<file path="src/rtl/pifo_pkg.sv">
package pifo_pkg;
  typedef enum logic [1:0] {
    SEL_HOLD = 2'd0,
    SEL_UP   = 2'd1,
    SEL_DOWN = 2'd2,
    SEL_NEW  = 2'd3
  } slot_sel_e;
endpackage

</file>
<file path="src/rtl/pifo_slot.sv">
module pifo_slot
  import pifo_pkg::*;
#(
  parameter int DATA_W = 16,
  parameter int PRIO_W = 2
) (
  input  logic              clk_i,
  input  logic              rst_ni,
  input  slot_sel_e         sel_i,
  input  logic              up_vld_i,
  input  logic [PRIO_W-1:0] up_prio_i,
  input  logic [DATA_W-1:0] up_data_i,
  input  logic              dn_vld_i,
  input  logic [PRIO_W-1:0] dn_prio_i,
  input  logic [DATA_W-1:0] dn_data_i,
  input  logic [PRIO_W-1:0] new_prio_i,
  input  logic [DATA_W-1:0] new_data_i,
  output logic              vld_o,
  output logic [PRIO_W-1:0] prio_o,
  output logic [DATA_W-1:0] data_o
);
  always_ff @(posedge clk_i or negedge rst_ni) begin
    if (!rst_ni) begin
      vld_o  <= 1'b0;
      prio_o <= '0;
      data_o <= '0;
    end else begin
      unique case (sel_i)
        SEL_UP: begin
          vld_o  <= up_vld_i;
          prio_o <= up_prio_i;
          data_o <= up_data_i;
        end
        SEL_DOWN: begin
          vld_o  <= dn_vld_i;
          prio_o <= dn_prio_i;
          data_o <= dn_data_i;
        end
        SEL_NEW: begin
          vld_o  <= 1'b1;
          prio_o <= new_prio_i;
          data_o <= new_data_i;
        end
        default: ;
      endcase
    end
  end
endmodule

</file>
<file path="src/rtl/pifo_insert_pos.sv">
module pifo_insert_pos #(
  parameter int DEPTH  = 16,
  parameter int PRIO_W = 2,
  localparam int CNT_W = $clog2(DEPTH + 1)
) (
  input  logic              vld_i  [DEPTH],
  input  logic [PRIO_W-1:0] prio_i [DEPTH],
  input  logic [PRIO_W-1:0] new_prio_i,
  input  logic              drop_head_i,
  output logic [CNT_W-1:0]  pos_o
);
  logic [CNT_W-1:0] ahead;

  always_comb begin
    ahead = '0;
    for (int i = 0; i < DEPTH; i++) begin
      if (vld_i[i] && (prio_i[i] <= new_prio_i)) ahead = ahead + CNT_W'(1);
    end
  end

  // head leaving this cycle no longer counts as ahead of the new cell
  always_comb begin
    pos_o = ahead;
    if (drop_head_i && vld_i[0] && (prio_i[0] <= new_prio_i)) pos_o = ahead - CNT_W'(1);
  end
endmodule

</file>
<file path="src/rtl/pifo_queue.sv">
module pifo_queue
  import pifo_pkg::*;
#(
  parameter int DEPTH  = 16,
  parameter int DATA_W = 16,
  parameter int PRIO_W = 2
) (
  input  logic              clk_i,
  input  logic              rst_ni,
  input  logic              push_i,
  input  logic [PRIO_W-1:0] push_prio_i,
  input  logic [DATA_W-1:0] push_data_i,
  input  logic              pop_i,
  output logic [DATA_W-1:0] head_data_o,
  output logic [PRIO_W-1:0] head_prio_o,
  output logic              empty_o,
  output logic              full_o,
  output logic              overflow_o
);
  localparam int CNT_W = $clog2(DEPTH + 1);

  logic              vld  [DEPTH];
  logic [PRIO_W-1:0] prio [DEPTH];
  logic [DATA_W-1:0] data [DEPTH];

  logic             do_pop, do_ins;
  logic [CNT_W-1:0] ins_pos;

  assign empty_o     = ~vld[0];
  assign full_o      = vld[DEPTH-1];
  assign head_data_o = data[0];
  assign head_prio_o = prio[0];

  assign do_pop     = pop_i & vld[0];
  assign do_ins     = push_i & (~full_o | do_pop);
  assign overflow_o = push_i & ~do_ins;

  pifo_insert_pos #(
    .DEPTH (DEPTH),
    .PRIO_W(PRIO_W)
  ) u_pos (
    .vld_i      (vld),
    .prio_i     (prio),
    .new_prio_i (push_prio_i),
    .drop_head_i(do_pop),
    .pos_o      (ins_pos)
  );

  for (genvar i = 0; i < DEPTH; i++) begin : g_slot
    slot_sel_e         sel;
    logic              up_vld, dn_vld;
    logic [PRIO_W-1:0] up_prio, dn_prio;
    logic [DATA_W-1:0] up_data, dn_data;

    if (i == DEPTH - 1) begin : g_top
      assign up_vld  = 1'b0;
      assign up_prio = '0;
      assign up_data = '0;
    end else begin : g_mid
      assign up_vld  = vld[i+1];
      assign up_prio = prio[i+1];
      assign up_data = data[i+1];
    end

    if (i == 0) begin : g_bot
      assign dn_vld  = 1'b0;
      assign dn_prio = '0;
      assign dn_data = '0;
    end else begin : g_low
      assign dn_vld  = vld[i-1];
      assign dn_prio = prio[i-1];
      assign dn_data = data[i-1];
    end

    always_comb begin
      if (!do_ins) begin
        sel = do_pop ? SEL_UP : SEL_HOLD;
      end else if (CNT_W'(i) < ins_pos) begin
        sel = do_pop ? SEL_UP : SEL_HOLD;
      end else if (CNT_W'(i) == ins_pos) begin
        sel = SEL_NEW;
      end else begin
        sel = do_pop ? SEL_HOLD : SEL_DOWN;
      end
    end

    pifo_slot #(
      .DATA_W(DATA_W),
      .PRIO_W(PRIO_W)
    ) u_slot (
      .clk_i     (clk_i),
      .rst_ni    (rst_ni),
      .sel_i     (sel),
      .up_vld_i  (up_vld),
      .up_prio_i (up_prio),
      .up_data_i (up_data),
      .dn_vld_i  (dn_vld),
      .dn_prio_i (dn_prio),
      .dn_data_i (dn_data),
      .new_prio_i(push_prio_i),
      .new_data_i(push_data_i),
      .vld_o     (vld[i]),
      .prio_o    (prio[i]),
      .data_o    (data[i])
    );

    if (i < DEPTH - 1) begin : g_chk
      assert_contiguous_R6: assert property (@(posedge clk_i) disable iff (!rst_ni)
        vld[i+1] |-> vld[i]);
      assert_sorted_R2: assert property (@(posedge clk_i) disable iff (!rst_ni)
        vld[i+1] |-> (prio[i] <= prio[i+1]));
    end
  end

  assert_pop_empty_R5: assert property (@(posedge clk_i) disable iff (!rst_ni)
    (pop_i && empty_o && !push_i) |=> empty_o);

  assert_first_push_R4: assert property (@(posedge clk_i) disable iff (!rst_ni)
    (push_i && empty_o) |=> (!empty_o && head_prio_o == $past(push_prio_i)
                             && head_data_o == $past(push_data_i)));

  assert_drop_R7: assert property (@(posedge clk_i) disable iff (!rst_ni)
    overflow_o |=> (full_o && $stable(head_data_o) && $stable(head_prio_o)));

  assert_advance_R5: assert property (@(posedge clk_i) disable iff (!rst_ni)
    (pop_i && !push_i && vld[1]) |=> (head_data_o == $past(data[1])));

  assert_swap_full_R8: assert property (@(posedge clk_i) disable iff (!rst_ni)
    (push_i && pop_i && full_o) |=> full_o);
endmodule

</file>
<file path="config.mk">
export PLATFORM = sky130hd
export DESIGN_NAME = pifo_queue
export DESIGN_NICKNAME = d
export VERILOG_FILES = /design/src/rtl/pifo_pkg.sv /design/src/rtl/pifo_slot.sv /design/src/rtl/pifo_insert_pos.sv /design/src/rtl/pifo_queue.sv
export SDC_FILE = /design/constraint.sdc
export NUM_CORES = 1
export LEC_CHECK = 0
export BUFFER_PORTS_ARGS = -buffer_cell sky130_fd_sc_hd__buf_2
export CORE_UTILIZATION = 38
export CTS_BUF_LIST = sky130_fd_sc_hd__clkbuf_16
export DETAILED_ROUTE_END_ITERATION = 8
export PLACE_DENSITY = 0.65
export SYNTH_ARGS = -nofsm -noshare
export SYNTH_HDL_FRONTEND = slang
export SYNTH_HIERARCHICAL = 1
export SYNTH_SLANG_ARGS = --single-unit
</file>
<file path="constraint.sdc">
create_clock -name clk_i -period 9.67 [get_ports clk_i]
set_input_delay 0.4835 -clock clk_i [delete_from_list [all_inputs] [get_ports clk_i]]
set_output_delay 0.4835 -clock clk_i [all_outputs]
set_load 0.05 [all_outputs]
</file>
After elaboration in Yosys (flattened, before gate mapping):

Index checks and enable logic that the tools add are counted.

* flip-flop bits (word level): 304
* input port bits: 22
* logic and storage cells: 316

* $add $sub $neg: 16
* order comparisons: 32
* eq/ne operators: 63
* muxes and demuxes: 115
* bitwise logic cells: 7
* reduce and logical (&&, ||, !) cells: 35

Operators by type and width (count)
* 16-bit one-hot mux with 3 select lines: 16
* 2-bit 2-to-1 mux: 49
* 2-bit one-hot mux with 3 select lines: 16
* 5-bit 2-to-1 mux: 16
* 5-bit by 1-bit adder with 5-bit output, second input constant: 14
* 2-bit == test, second input constant: 32
* 1-bit one-hot mux with 3 select lines: 16
* 3-bit nonzero test: 16
* 4-bit by 5-bit == test with 1-bit output, first input constant: 8
* 4-bit by 5-bit less-than comparator with 1-bit output, first input constant: 8
* 2-bit by 1-bit == test with 1-bit output, second input constant: 16
* 2-bit <= comparator: 16
* 3-bit by 5-bit == test with 1-bit output, first input constant: 4
* 3-bit by 5-bit less-than comparator with 1-bit output, first input constant: 4
* 1-bit logical AND: 18
* 2-bit by 5-bit == test with 1-bit output, first input constant: 2
* 1-bit by 5-bit less-than comparator with 1-bit output, first input constant: 2
* 2-bit by 5-bit less-than comparator with 1-bit output, first input constant: 2
* 1-bit by 5-bit == test with 1-bit output, first input constant: 1
* 5-bit logical NOT: 1
* 5-bit by 1-bit subtractor with 5-bit output, second input constant: 1
* 1-bit bitwise AND: 3
* 1-bit inverter: 3
* 1-bit by 1-bit adder with 2-bit output, second input constant: 1
* 2 further kinds: 3

Longest topological paths before layout:

Gate-level depths: netlist of the first run.

* depth after elaboration: 41
* mapped depth: 59
* mapped depth without buffers: 56

Cells and area by module:

Netlist of the first run, hierarchy kept.

By module, submodules not included
* pifo_slot: times used 16, cells each 44, area an instance 939.7 sq um, seq. area each 475.5 sq um
* pifo_insert_pos: times used 1, cells each 369, area an instance 2686.3 sq um, seq. area each 0.0 sq um
* pifo_queue: times used 1, cells each 104, area an instance 621.8 sq um, seq. area each 0.0 sq um

Worst setup path before layout of the first run:

Ideal clock, no wire load.

* path type: in2reg
* start point: input port push_prio_i[1]
* end point: register g_slot[3].u_slot.data_o[10]
* data arrival time: 10.293 ns
* data required time: 9.531 ns
* slack: -0.761 ns
* cell stages on the path: 54
* path buffers: 2
* cell sequence: inv_1 -> ha_1 -> nor2b_1 -> o21ai_0 -> nand2_1 -> inv_1 -> ha_1 -> inv_1 -> xnor2_1 -> ha_1 -> and2_1 -> nor2_1 -> inv_1 -> ha_1 -> inv_1 -> and3_1 -> o21ai_0 -> o21ai_0 -> (+18 left out) -> a31oi_1 -> ha_1 -> nor2_1 -> a21oi_1 -> ha_1 -> mux2i_1 -> ha_1 -> nand2_1 -> or4_1 -> o21ai_0 -> mux2i_1 -> xor2_1 -> buf_2 -> nor3b_4 -> nand2_4 -> o31ai_1 -> buf_6 -> mux4_2

* word-level cells in the longest chain between the ends: 41

Ends and longest elaborated chain
* start, declared: line pifo_queue.sv:11 `input logic [PRIO_W-1:0] push_prio_i,`
* 2-bit <= comparator: line pifo_insert_pos.sv:17, pifo_insert_pos.sv:24
* 1-bit logical AND: line pifo_insert_pos.sv:17 `if (vld_i[i] && (prio_i[i] <= new_prio_i)) ahead = ahead + CNT_W'(1);`
* 1-bit 2-to-1 mux: line pifo_insert_pos.sv:17
* 1-bit by 1-bit adder with 2-bit output: line pifo_insert_pos.sv:17
* 5-bit 2-to-1 mux: line pifo_insert_pos.sv:17
* 5-bit by 1-bit adder with 5-bit output: line pifo_insert_pos.sv:17
* 5-bit 2-to-1 mux: line pifo_insert_pos.sv:17
* 5-bit by 1-bit adder with 5-bit output: line pifo_insert_pos.sv:17
* (+26 left out)
* 5-bit 2-to-1 mux *: line pifo_insert_pos.sv:24 `if (drop_head_i && vld_i[0] && (prio_i[0] <= new_prio_i)) pos_o = ahead - CNT_W'(1);`
* via ins_pos[4]: line pifo_queue.sv:27 `logic [CNT_W-1:0] ins_pos;`
* parallel branches: the longest is 2 deep, another holds 2-bit by 5-bit less-than comparator with 1-bit output
* 2-bit 2-to-1 mux *: line pifo_queue.sv:78 `end else if (CNT_W'(i) < ins_pos) begin`
* 2-bit 2-to-1 mux *: line pifo_queue.sv:76 `if (!do_ins) begin`
* via g_slot[3].sel[0]: line pifo_queue.sv:50 `slot_sel_e sel;`
* 2-bit == test or 2-bit by 1-bit == test with 1-bit output (tied branches): line pifo_slot.sv:28 `unique case (sel_i)`
* 16-bit one-hot mux with 3 select lines or 3-bit nonzero test (tied branches)
* end signal, assigned: line pifo_slot.sv:32 `data_o <= up_data_i;`
* end signal, assigned: line pifo_slot.sv:37 `data_o <= dn_data_i;`
* end signal, assigned: line pifo_slot.sv:42 `data_o <= new_data_i;`
* end, declared: line pifo_slot.sv:20 `output logic [DATA_W-1:0] data_o`

Mark *: on every way through the listed nets, which the timed path passes.
A chain may end at the register's enable or synchronous reset.

Worst setup path after layout of the first run:

* start point: register g_slot[1].u_slot.prio_o[1]
* end point: register g_slot[5].u_slot.data_o[11]

* word-level cells in the longest chain between the ends: 39

Ends and longest elaborated chain
* start, declared: line pifo_slot.sv:19 `output logic [PRIO_W-1:0] prio_o,`
* start signal, assigned: line pifo_slot.sv:31 `prio_o <= up_prio_i;`
* start signal, assigned: line pifo_slot.sv:36 `prio_o <= dn_prio_i;`
* start signal, assigned: line pifo_slot.sv:41 `prio_o <= new_prio_i;`
* 2-bit <= comparator *: line pifo_insert_pos.sv:17
* 1-bit logical AND *: line pifo_insert_pos.sv:17
* 5-bit 2-to-1 mux *: line pifo_insert_pos.sv:17
* 5-bit by 1-bit adder with 5-bit output: line pifo_insert_pos.sv:17
* 5-bit 2-to-1 mux *: line pifo_insert_pos.sv:17
* 5-bit by 1-bit adder with 5-bit output: line pifo_insert_pos.sv:17
* 5-bit 2-to-1 mux *: line pifo_insert_pos.sv:17
* 5-bit by 1-bit adder with 5-bit output: line pifo_insert_pos.sv:17
* (+24 left out)
* 5-bit 2-to-1 mux *: line pifo_insert_pos.sv:24
* via ins_pos[4]: line pifo_queue.sv:27
* parallel branches: the longest is 2 deep, another holds 3-bit by 5-bit less-than comparator with 1-bit output
* 2-bit 2-to-1 mux *: line pifo_queue.sv:78
* 2-bit 2-to-1 mux *: line pifo_queue.sv:76
* via g_slot[5].sel[0]: line pifo_queue.sv:50
* 2-bit == test or 2-bit by 1-bit == test with 1-bit output (tied branches): line pifo_slot.sv:28
* 16-bit one-hot mux with 3 select lines or 3-bit nonzero test (tied branches)
* end signal, assigned: line pifo_slot.sv:32
* end signal, assigned: line pifo_slot.sv:37
* end signal, assigned: line pifo_slot.sv:42
* end, declared: line pifo_slot.sv:20

Marks and branches as above.

==> results.ini, run 1 <==
[synth]
ys_types = 70
synth_flop_cell = dfrtp_1
avgSynthCellArea_um2 = 15.6
synthArstFlopShare_pct = 100
synthesis.area_mm2 = 0.0183
yosysTopAreaCellShare_pct = 41.5
synth_top_area_cell = dfrtp_1
synthTopCellsByArea = dfrtp_1 (41%), mux4_2 (35%), ha_1 (3.3%)
synth_cells = 1177
ys_seq_elements = 304
synth_warnings = 6
ys_seq_area_share_pct = 41.5
synth_edf_count = 0

[timing]
worst_pin_slew_ps = 1100
final.setup.worst_slack_ps = -333
clock_skew_ps = 9.18
period_needed_ps = 10000
rsz0062_at_grt = yes
clock.fmax_mhz = 100
final-setup-viol-count = 285
min_period_over_period_pct = 103
report.final.hold_viol_count = 0
slew_violations = 0
timing.max_slew.rel_slack_pct = 26.8

[global_routing]
grt_max_degree = 184
grt_usage_pct = 19.1
grt_pass1_wl_mm = 74.6
antenna_found_initial = 3
globalRouteMet3Util_pct = 1.76
grt_pass1_vias = 12641
grt_overflow_total = 0
use_met2_pct = 32.4
gr-max-usage-layer = met2
met1_usage_pct = 26.3

[critical_path]
crit_arrival_ps = 10380
cp-endpoint = g_slot[5].u_slot/data_o[11]
crit_type = reg2reg
crit_start = g_slot[1].u_slot/prio_o[1]
ff2ff_setup_slack_ps = -330
crit_path_max_incr_delay_ps = 440
cp_max_fo = 10
start_kind = register
cpMaxStageDelayCell = mux4_2
reg2reg_to = g_slot[5].u_slot/data_o[11]
reg2regPathDepth = 57
end_kind = register
critPathRequiredTime_ps = 10050
worstReg2RegStart = g_slot[1].u_slot/prio_o[1]

[routing]
drt_pass1_iterations = 5
drc = 0
wirelength_mm = 48.6
drt-wirelength-per-cell_um = 23.1
dr_total_vias = 12333
viasPerCell = 5.87
drtIter0Drc = 944
detail-route-antenna-nets = 0

[floorplanning]
io_pins = 43
start_util_pct = 38.5
rows = 80
fp.dieArea_mm2 = 0.0492
coreArea_mm2 = 0.0476
dieWidth_um = 222
die_h_um = 222

[layout]
syn2layout_area_growth_pct = 27.5
drive_above_1_share_pct = 49.9
finish.utilization_pct = 49.1
design_area_mm2 = 0.0234
final_nets = 1530

[clock_network]
cts_buffers = 35
clk_pin_slew_ps = 60
cts_max_path_buffers = 3
h-tree-depth = 2
holdBufCountCts = 0
cts-root-buf = clkbuf_16
clock_latency_ps = 520
numClockSinks = 304
cts_tree = built

[status]
status = finished, violations left
violations = negative setup slack

[placement]
port_buffers = 42
place_area_mm2 = 0.0206
gp_congestion = 0.849
dp_hpwl_mm = 29.3

[flow_run]
cap_violations = 0

[worst_hold_path]
hp-class = in2async

-- state kept, by name (all words and copies together), names as in the netlist --
signal,cells
g_slot.u_slot/vld_o,16
g_slot.u_slot/prio_o,32
g_slot.u_slot/data_o,256
-- cell usage in the layout (no fill, tap or decap), types with 25 or more instances in the layout --
cell	count
mux4_2	288
clkbuf_16	45
mux2i_1	40
buf_4	150
conb_1	38
nor2_1	25
buf_6	37
dfrtp_1	304
nand2_1	52
ha_1	41
xnor2_1	29
buf_2	41
buf_12	37
inv_1	40
-- cell families (layout without fill, tap and decap cells) --
family | Yosys count | in the layout | synth area share, %
buf+inv | 122 | 393 | 4.29
fa+ha+maj | 48 | 48 | 3.27
xor+xnor | 58 | 58 | 3.47
simple gates | 193 | 193 | 5.45
flops | 304 | 304 | 41.5
compound gates | 120 | 120 | 4.32
other cells | 1 | 39 | 0.0204
mux | 331 | 331 | 37.7
-- routing by layer --
| layer | vias to the layer above | wire (um) |
|---|---|---|
| li1 | 5261 | - |
| met1 | 6669 | 20200 |
| met2 | 326 | 25400 |
| met3 | 77 | 1760 |
| met4 | 0 | 1300 |
| met5 | - | 0 |
-- Yosys cell counts, types with 22 or more instances --
cell / number
nor2_1: 33
nand2_1: 59
buf_6: 32
buf_2: 23
a21oi_1: 28
xnor2_1: 38
ha_1: 48
dfrtp_1: 304
mux2i_1: 43
o21ai_0: 26
mux4_2: 288
nor2b_1: 22
inv_1: 42
-- through the flow --
stage               hold slack, ps  instances  worst slack [ps]  TNS [ps]
CTS                            100       2078              -178    -18610
floorplan                      188       1214              -343    -22840
global placement               572       1926              -439    -78400
finish                        40.7       2101              -333    -48820
global route                   136       2101              -785   -187070
detailed placement             580       1926              -755   -163760
-- worst min-delay path by stage --
stage,start,endpoint,cells after the start
6_report,rst_ni,g_slot[3].u_slot/data_o[6],1
4_1_cts,rst_ni,g_slot[3].u_slot/data_o[5],1
3_3_place_gp,g_slot[15].u_slot/data_o[2],g_slot[15].u_slot/data_o[2],1
3_5_place_dp,g_slot[15].u_slot/data_o[11],g_slot[15].u_slot/data_o[11],1
5_1_grt,rst_ni,g_slot[2].u_slot/data_o[5],1
2_1_floorplan,rst_ni,g_slot[0].u_slot/data_o[0],0
-- worst max-delay path: cells and delay by family, from the launching register on --
kind | cells | cell delay, ps
multiplexers | 3 | 760
XOR/XNOR | 6 | 900
flip-flops | 1 | 420
adder cells (fa/ha/maj) | 11 | 3160
AO/OA/AOI/OAI | 12 | 1770
buffers and inverters | 12 | 1130
AND/OR/NAND/NOR | 13 | 1690
-- final cells by class --
type                       count  area [um^2]
clock buffer                  36          901
sequential                   304         7610
inverter                      44          174
tap                          615          769
clock inverter                26          204
antenna                        1         2.50
fill                        3890        24300
multi-input combinational    788        10700
timing repair buffer         287         3000
-- what timing repair did --
action | CTS | global route
cloned | 17 | 13
pin swaps | 23 | 19
buffers inserted | 74 | 24
gates resized for setup | 71 | 70
endpoints found under the hold margin | 0 | 0
setup endpoints to repair | 293 | 304
Power of run 1 is not shown: default switching activity piles up to over one toggle a cycle in this logic, so the estimate is an artifact.
==> run 2, diff against run 1 <==
CAP_MARGIN = 20   (was default)
CTS_BUF_LIST = sky130_fd_sc_hd__clkbuf_4 sky130_fd_sc_hd__clkbuf_8   (was sky130_fd_sc_hd__clkbuf_16)
clock period = 8.15 ns   (was 9.67 ns; I/O delays follow)
==> run 2 against run 1 <==
Net effect:
- the run still ends with negative setup slack left
- fmax is 1.7% higher
- final cell count increased by 2.1%
- register-to-register slack worse by 1400 ps
- critical path depth unchanged
- cell area up 0.26%
- sequential share of layout area is 0.078 points lower
- worst setup slack got worse by 1400 ps
==> results.ini, run 2 (synthesized netlist as in run 1, its figures left out) <==
[status]
status = finished, violations left
violations = negative setup slack

[critical_path]
critPathRequiredTime_ps = 8610  ; -1440 ps
end_kind = register
cpMaxStageDelayCell = mux4_2
crit_arrival_ps = 10300  ; -80 ps
crit_type = reg2reg
crit_path_max_incr_delay_ps = 500  ; +60 ps
cp_max_fo = 6  ; -4
start_kind = register

[floorplanning]
die_h_um = 222  ; unchanged
rows = 80  ; unchanged
start_util_pct = 38.5  ; unchanged
io_pins = 43  ; unchanged
dieWidth_um = 222  ; unchanged
fp.dieArea_mm2 = 0.0492  ; unchanged
coreArea_mm2 = 0.0476  ; unchanged

[global_routing]
grt_max_degree = 161  ; -13%
grt_overflow_total = 0  ; unchanged
grt_pass1_vias = 12721  ; +0.63%
grt_pass1_wl_mm = 73.2  ; -1.9%
grt_usage_pct = 18.6  ; -0.55 points
antenna_found_initial = 5  ; +2

[clock_network]
cts_max_path_buffers = 3  ; unchanged
clock_latency_ps = 600  ; +80 ps
cts_tree = built
h-tree-depth = 2  ; unchanged
clk_pin_slew_ps = 70  ; about the same
cts_buffers = 50  ; +43%
numClockSinks = 304  ; unchanged
cts-root-buf = clkbuf_8

[timing]
setup_tns_ps = -466020  ; -417200 ps
period_needed_ps = 9840  ; -168 ps
timing.max_slew.rel_slack_pct = 24.9  ; -1.9 points
slew_violations = 0  ; unchanged
clock_skew_ps = 20.4  ; +11.2 ps
rsz0062_at_grt = yes
final.setup.worst_slack_ps = -1690  ; -1350 ps
clock.fmax_mhz = 102  ; +1.7%
final-setup-viol-count = 304  ; +6.7%
report.final.hold_viol_count = 0  ; unchanged
worst_pin_slew_ps = 1120  ; +28.3 ps
min_period_over_period_pct = 121  ; +17 points

[placement]
gp_congestion = 0.828  ; -2.6%
dpl_worst_slack_ps = -2120  ; -1370 ps
dp_hpwl_mm = 30.2  ; +2.9%
port_buffers = 42  ; unchanged

[layout]
final_nets = 1568  ; +2.5%
most-common-layout-cells = dfrtp_1 (303), mux4_2 (288), buf_4 (190)
drive_above_1_share_pct = 52.0  ; +2.1 points
reg.largest.list = g_slot.u_slot/data_o (256), g_slot.u_slot/prio_o (32), g_slot.u_slot/vld_o (16)
largest_reg_flops = 256  ; unchanged
finish.utilization_pct = 49.2  ; +0.13 points
syn2layout_area_growth_pct = 27.8
final_common_cell = dfrtp_1
largest-register = g_slot.u_slot/data_o

[routing]
drc = 0  ; unchanged
wirelength_mm = 48.0  ; -1.2%
drt-wirelength-per-cell_um = 22.4  ; -3.3%
dr_total_vias = 12343  ; +0.081%
viasPerCell = 5.75  ; -2.0%
drtIter0Drc = 847  ; -10%
drt_pass1_iterations = 5  ; unchanged
detail-route-antenna-nets = 0  ; unchanged

[flow_run]
cap_violations = 0  ; unchanged

[worst_hold_path]
hp-class = in2reg

-- run 2: changes by cell type in the layout (fill, tap and decap cells not counted), moves of 3 or more --
| cell | previous run | this run |
|---|---|---|
| clkinv_1 | 7 | 0 |
| bufinv_16 | 3 | 0 |
| clkbuf_4 | 0 | 18 |
| xnor2_2 | 12 | 6 |
| nor3_2 | 5 | 2 |
| buf_6 | 37 | 11 |
| clkbuf_16 | 45 | 16 |
| clkbuf_8 | 0 | 61 |
| clkinv_2 | 8 | 3 |
| buf_4 | 150 | 190 |
| inv_1 | 40 | 35 |
| xnor2_1 | 29 | 34 |
| buf_12 | 37 | 41 |
| buf_16 | 7 | 3 |
-- run 2: final cells by class --
cell class / instances / area (um^2)
flip-flops and latches: 304 / 7610
diodes: 1 / 2.50
multi-input cells: 788 / 10700
repair buffers: 310 / 3170
clock buffers: 79 / 975
inverters: 44 / 174
fillers: 3942 / 24200
well taps: 615 / 769
clock inverters: 5 / 33.8
-- run 2: through the flow --
stage / instances / hold slack (ps) / cell area, um^2
2_1_floorplan: 1214 / 112 / 18700
3_3_place_gp: 1981 / 476 / 21100
3_5_place_dp: 1981 / 481 / 21100
4_1_cts: 2093 / 339 / 22500
5_1_grt: 2146 / 372 / 23400
6_report: 2146 / 377 / 23400
-- run 2: worst max-delay path: cells and delay by family (launching register included) --
kind / cells / cell delay [ps]
and+or+nand+nor: 15 / 1780
AOI/OAI and AO/OA: 9 / 1320
buffers and inverters: 11 / 1120
xor gates and xnor gates: 6 / 940
adders and majority gates: 11 / 3080
DFF: 1 / 430
muxes: 5 / 1020
-- run 2: final timing paths --
kind / start / cells after the start / slack [ps] / to
min in group asynchronous: rst_ni / 2 / 410 / g_slot[1].u_slot/data_o[4]
setup / recovery: g_slot[1].u_slot/prio_o[1] / 57 / -1690 / g_slot[3].u_slot/prio_o[1]
setup reg to reg: g_slot[1].u_slot/prio_o[1] / 57 / -1690 / g_slot[3].u_slot/prio_o[1]
max in group asynchronous: rst_ni / 3 / 6360 / g_slot[12].u_slot/prio_o[0]
hold / removal: push_data_i[3] / 2 / 380 / g_slot[6].u_slot/data_o[3]
hold reg to reg: g_slot[15].u_slot/data_o[9] / 1 / 590 / g_slot[15].u_slot/data_o[9]
-- run 2: layer usage --
layer	up-vias	routed length [um]	GRT usage, %
li1	5323	-	-
met1	6549	20100	26.3
met2	365	24300	30.1
met3	104	2200	2.65
met4	2	1470	5.09
met5	-	13	0
-- run 2: repair_timing --
action,CTS,global route
setup endpoints to repair,304,304
setup buffers,22,34
cloned,5,20
endpoints found under the hold margin,93,0
pin swaps,8,28
hold buffers,1,0
gates resized for setup,19,72
Power of run 2 is left out for the same reason.
==> run 3, diff against run 2 <==
ABC_AREA = 1   (was default)
==> run 3 against run 2 <==
Net effect:
- the run still ends with negative setup slack left
- sequential cell count did not move
- wire length rose by 49%
- global-route usage rose by 2.3 points
- synthesized cell count rose to 3.1 times the previous value
- non-clock buffer count rose by 72
- sequential share of layout area fell by 6.7 points
- critical endpoint is now g_slot[6].u_slot/data_o[13]
- fmax rose by 8.1%
- hold slack got worse by 18 ps
==> results.ini, run 3 <==
[status]
status = finished, violations left
violations = negative setup slack

[synth]
ys_types = 36  ; -49%
synth_flop_cell = dfrtp_1
yosysTopAreaCellShare_pct = 33.2  ; -8.2 points
synthesis.area_mm2 = 0.0229  ; +25%
ys_seq_elements = 304  ; unchanged
synthArstFlopShare_pct = 100  ; unchanged
synth_common_cells = nor2_1 (960), nand2_1 (821), inv_1 (430)
synth_cells = 3596  ; +210%
synth_top_area_cell = dfrtp_1
avgSynthCellArea_um2 = 6.36  ; -59%
synth.most_common_cell = nor2_1
ys_seq_area_share_pct = 33.2  ; -8.2 points
synth_edf_count = 0  ; unchanged
synth_warnings = 6  ; unchanged
synthTopCellsByArea = dfrtp_1 (33%), nor2_1 (16%), nand2_1 (13%)

[timing]
worst_pin_slew_ps = 998  ; -125 ps
clock_skew_ps = 41.2  ; +20.8 ps
clock.fmax_mhz = 110  ; +8.1%
final.setup.worst_slack_ps = -948  ; +737 ps
report.final.hold_viol_count = 0  ; unchanged
rsz0062_at_grt = yes
timing.max_slew.rel_slack_pct = 33.4  ; +8.5 points
final-setup-viol-count = 304  ; unchanged
slew_violations = 0  ; unchanged
period_needed_ps = 9100  ; -737 ps
timing.hold.ws_ps = 358  ; -18.4 ps
min_period_over_period_pct = 112  ; -9.0 points

[clock_network]
clk_pin_slew_ps = 80  ; about the same
cts_max_path_buffers = 3  ; unchanged
cts_tree = built
numClockSinks = 304  ; unchanged
cts-root-buf = clkbuf_8
clock_latency_ps = 640  ; +40 ps
h-tree-depth = 2  ; unchanged
cts_buffers = 54  ; +8.0%

[global_routing]
antenna_found_initial = 2  ; -3
grt_pass1_vias = 21889  ; +72%
grt_usage_pct = 20.9  ; +2.3 points
grt_overflow_total = 0  ; unchanged
grt_pass1_wl_mm = 107  ; +46%
grt_max_degree = 162  ; +0.62%

[placement]
dp_hpwl_mm = 43.3  ; +43%
placed_cells = 4481  ; +130%
port_buffers = 42  ; unchanged
gp_congestion = 0.831  ; +0.47%
place_area_mm2 = 0.0252  ; +20%
dpl_worst_slack_ps = -1320  ; +806 ps

[critical_path]
crit_type = reg2reg
ff2ff_setup_slack_ps = -950  ; +740 ps
critPathRequiredTime_ps = 8670  ; +60 ps
crit_family = simple AND/OR/NAND/NOR gates
worstReg2RegStart = g_slot[0].u_slot/prio_o[1]
end_kind = register
crit_arrival_ps = 9610  ; -690 ps
cp_max_fo = 5  ; -1
reg2regPathDepth = 63  ; +11%
reg2reg_to = g_slot[6].u_slot/data_o[13]
cpMostUsedCell = ha_4
cp_num_buf_inv = 16  ; +5
cpMaxStageDelayCell = dfrtp_2
crit_path_max_incr_delay_ps = 450  ; -50 ps
crit_cells = 63  ; +11%
start_kind = register

[worst_hold_path]
hold_path.startpoint = push_data_i[6]
whs_path_depth = 5  ; +3
worstHoldEndpoint = g_slot[7].u_slot/data_o[6]
hp-class = in2reg

[floorplanning]
coreArea_mm2 = 0.0592  ; +24%
fp.dieArea_mm2 = 0.0612  ; +25%
dieWidth_um = 247  ; +12%
die_h_um = 247  ; +12%
io_pins = 43  ; unchanged
start_util_pct = 38.6  ; +0.13 points
rows = 89  ; +11%

[layout]
design_area_mm2 = 0.0296  ; +26%
reg.largest.list = g_slot.u_slot/data_o (256), g_slot.u_slot/prio_o (32), g_slot.u_slot/vld_o (16)
final_common_cell = nor2_1
syn2layout_area_growth_pct = 29.3
drive_above_1_share_pct = 23.4  ; -29 points
final_nets = 3961  ; +150%
largest_reg_flops = 256  ; unchanged
most-common-layout-cells = nor2_1 (917), nand2_1 (709), inv_1 (406)
instances_no_fill = 4701  ; +120%
largest-register = g_slot.u_slot/data_o
n_fill_cell = 5677  ; +44%

[routing]
detail-route-antenna-nets = 0  ; unchanged
drt_pass1_iterations = 6  ; +1
viasPerCell = 5.09  ; -12%
dr_total_vias = 23922  ; +94%
drtIter0Drc = 1834  ; +120%
wirelength_mm = 71.7  ; +49%
drc = 0  ; unchanged
drt-wirelength-per-cell_um = 15.3  ; -32%

[flow_run]
cap_violations = 0  ; unchanged

-- run 3: cell types whose count changed in the layout (fill, tap and decap cells not counted), moves of 30 or more --
cell | before | now
nand3_1 | 17 | 280
xnor2_1 | 34 | 0
nand2_2 | 7 | 112
mux2i_1 | 39 | 1
nand3_2 | 3 | 77
buf_12 | 41 | 71
nor2_1 | 25 | 917
inv_1 | 35 | 406
inv_2 | 6 | 38
mux4_2 | 288 | 0
a21oi_1 | 12 | 247
nand2_1 | 50 | 709
a21oi_2 | 11 | 42
nand2_4 | 3 | 39
-- run 3: cell families after synthesis --
| kind of cell | share of synthesized area [%] |
|---|---|
| DFF | 33.2 |
| other | 0.0164 |
| and+or+nand+nor | 40.7 |
| adders and majority gates | 2.62 |
| xor gates and xnor gates | 0.230 |
| AOI/OAI and AO/OA | 7.93 |
| muxes | 0.0437 |
| buffers and inverters | 15.2 |
-- run 3: final cells by class --
class	instances	area (um^2)	area share, %
Timing Repair Buffer	382	4540	15.4
Inverter	458	1780	6.02
Tap cell	773	967	3.27
Sequential cell	304	7610	25.7
Multi-Input combinational cell	2689	13600	46.0
Timing Repair inverter	2	12.5	0.0423
Antenna cell	1	2.50	0.00846
Clock inverter	9	78.8	0.266
Clock buffer	83	973	3.29
-- run 3: metrics by stage --
stage | setup TNS [ps] | utilization [%]
floorplan | -130990 | -
global placement | -310540 | 42.6
detailed placement | -369290 | 42.6
CTS | -191270 | 46.6
global route | -329400 | 50.0
finish | -196290 | 50.0
-- run 3: worst max path at each step --
stage	start	endpoint	slack [ps]
floorplan	push_prio_i[1]	g_slot[3].u_slot/vld_o	-480
global placement	push_prio_i[1]	g_slot[4].u_slot/data_o[1]	-1120
detailed placement	push_prio_i[1]	g_slot[4].u_slot/data_o[3]	-1320
CTS	g_slot[0].u_slot/prio_o[1]	g_slot[1].u_slot/data_o[6]	-700
global route	g_slot[0].u_slot/prio_o[1]	g_slot[6].u_slot/data_o[13]	-1310
finish	g_slot[0].u_slot/prio_o[1]	g_slot[6].u_slot/data_o[13]	-950
-- run 3: what timing repair did --
item                       4_1_cts  5_1_grt
gates cloned                    17       37
hold endpoints to repair        94        0
setup endpoints to repair      304      304
pin swaps                       63      169
gates resized for setup        123      268
buffers inserted                55       21
hold buffers                     1        0
-- run 3: tightest hold or removal path: stages --
cell and delay, ps:
buf_2 240, nand3_2 130, nand2_1 40, nor2_1 80
nor2_1 50
-- run 3: per-layer routing --
metal,up-vias,part of all wire (%),track usage (%)
met5,-,0.014,0
met4,2,3.0,5.54
met3,190,6.3,2.41
met2,705,47,35.5
met1,11375,44,27.9
li1,11650,-,-
Power of run 3 is left out for the same reason.
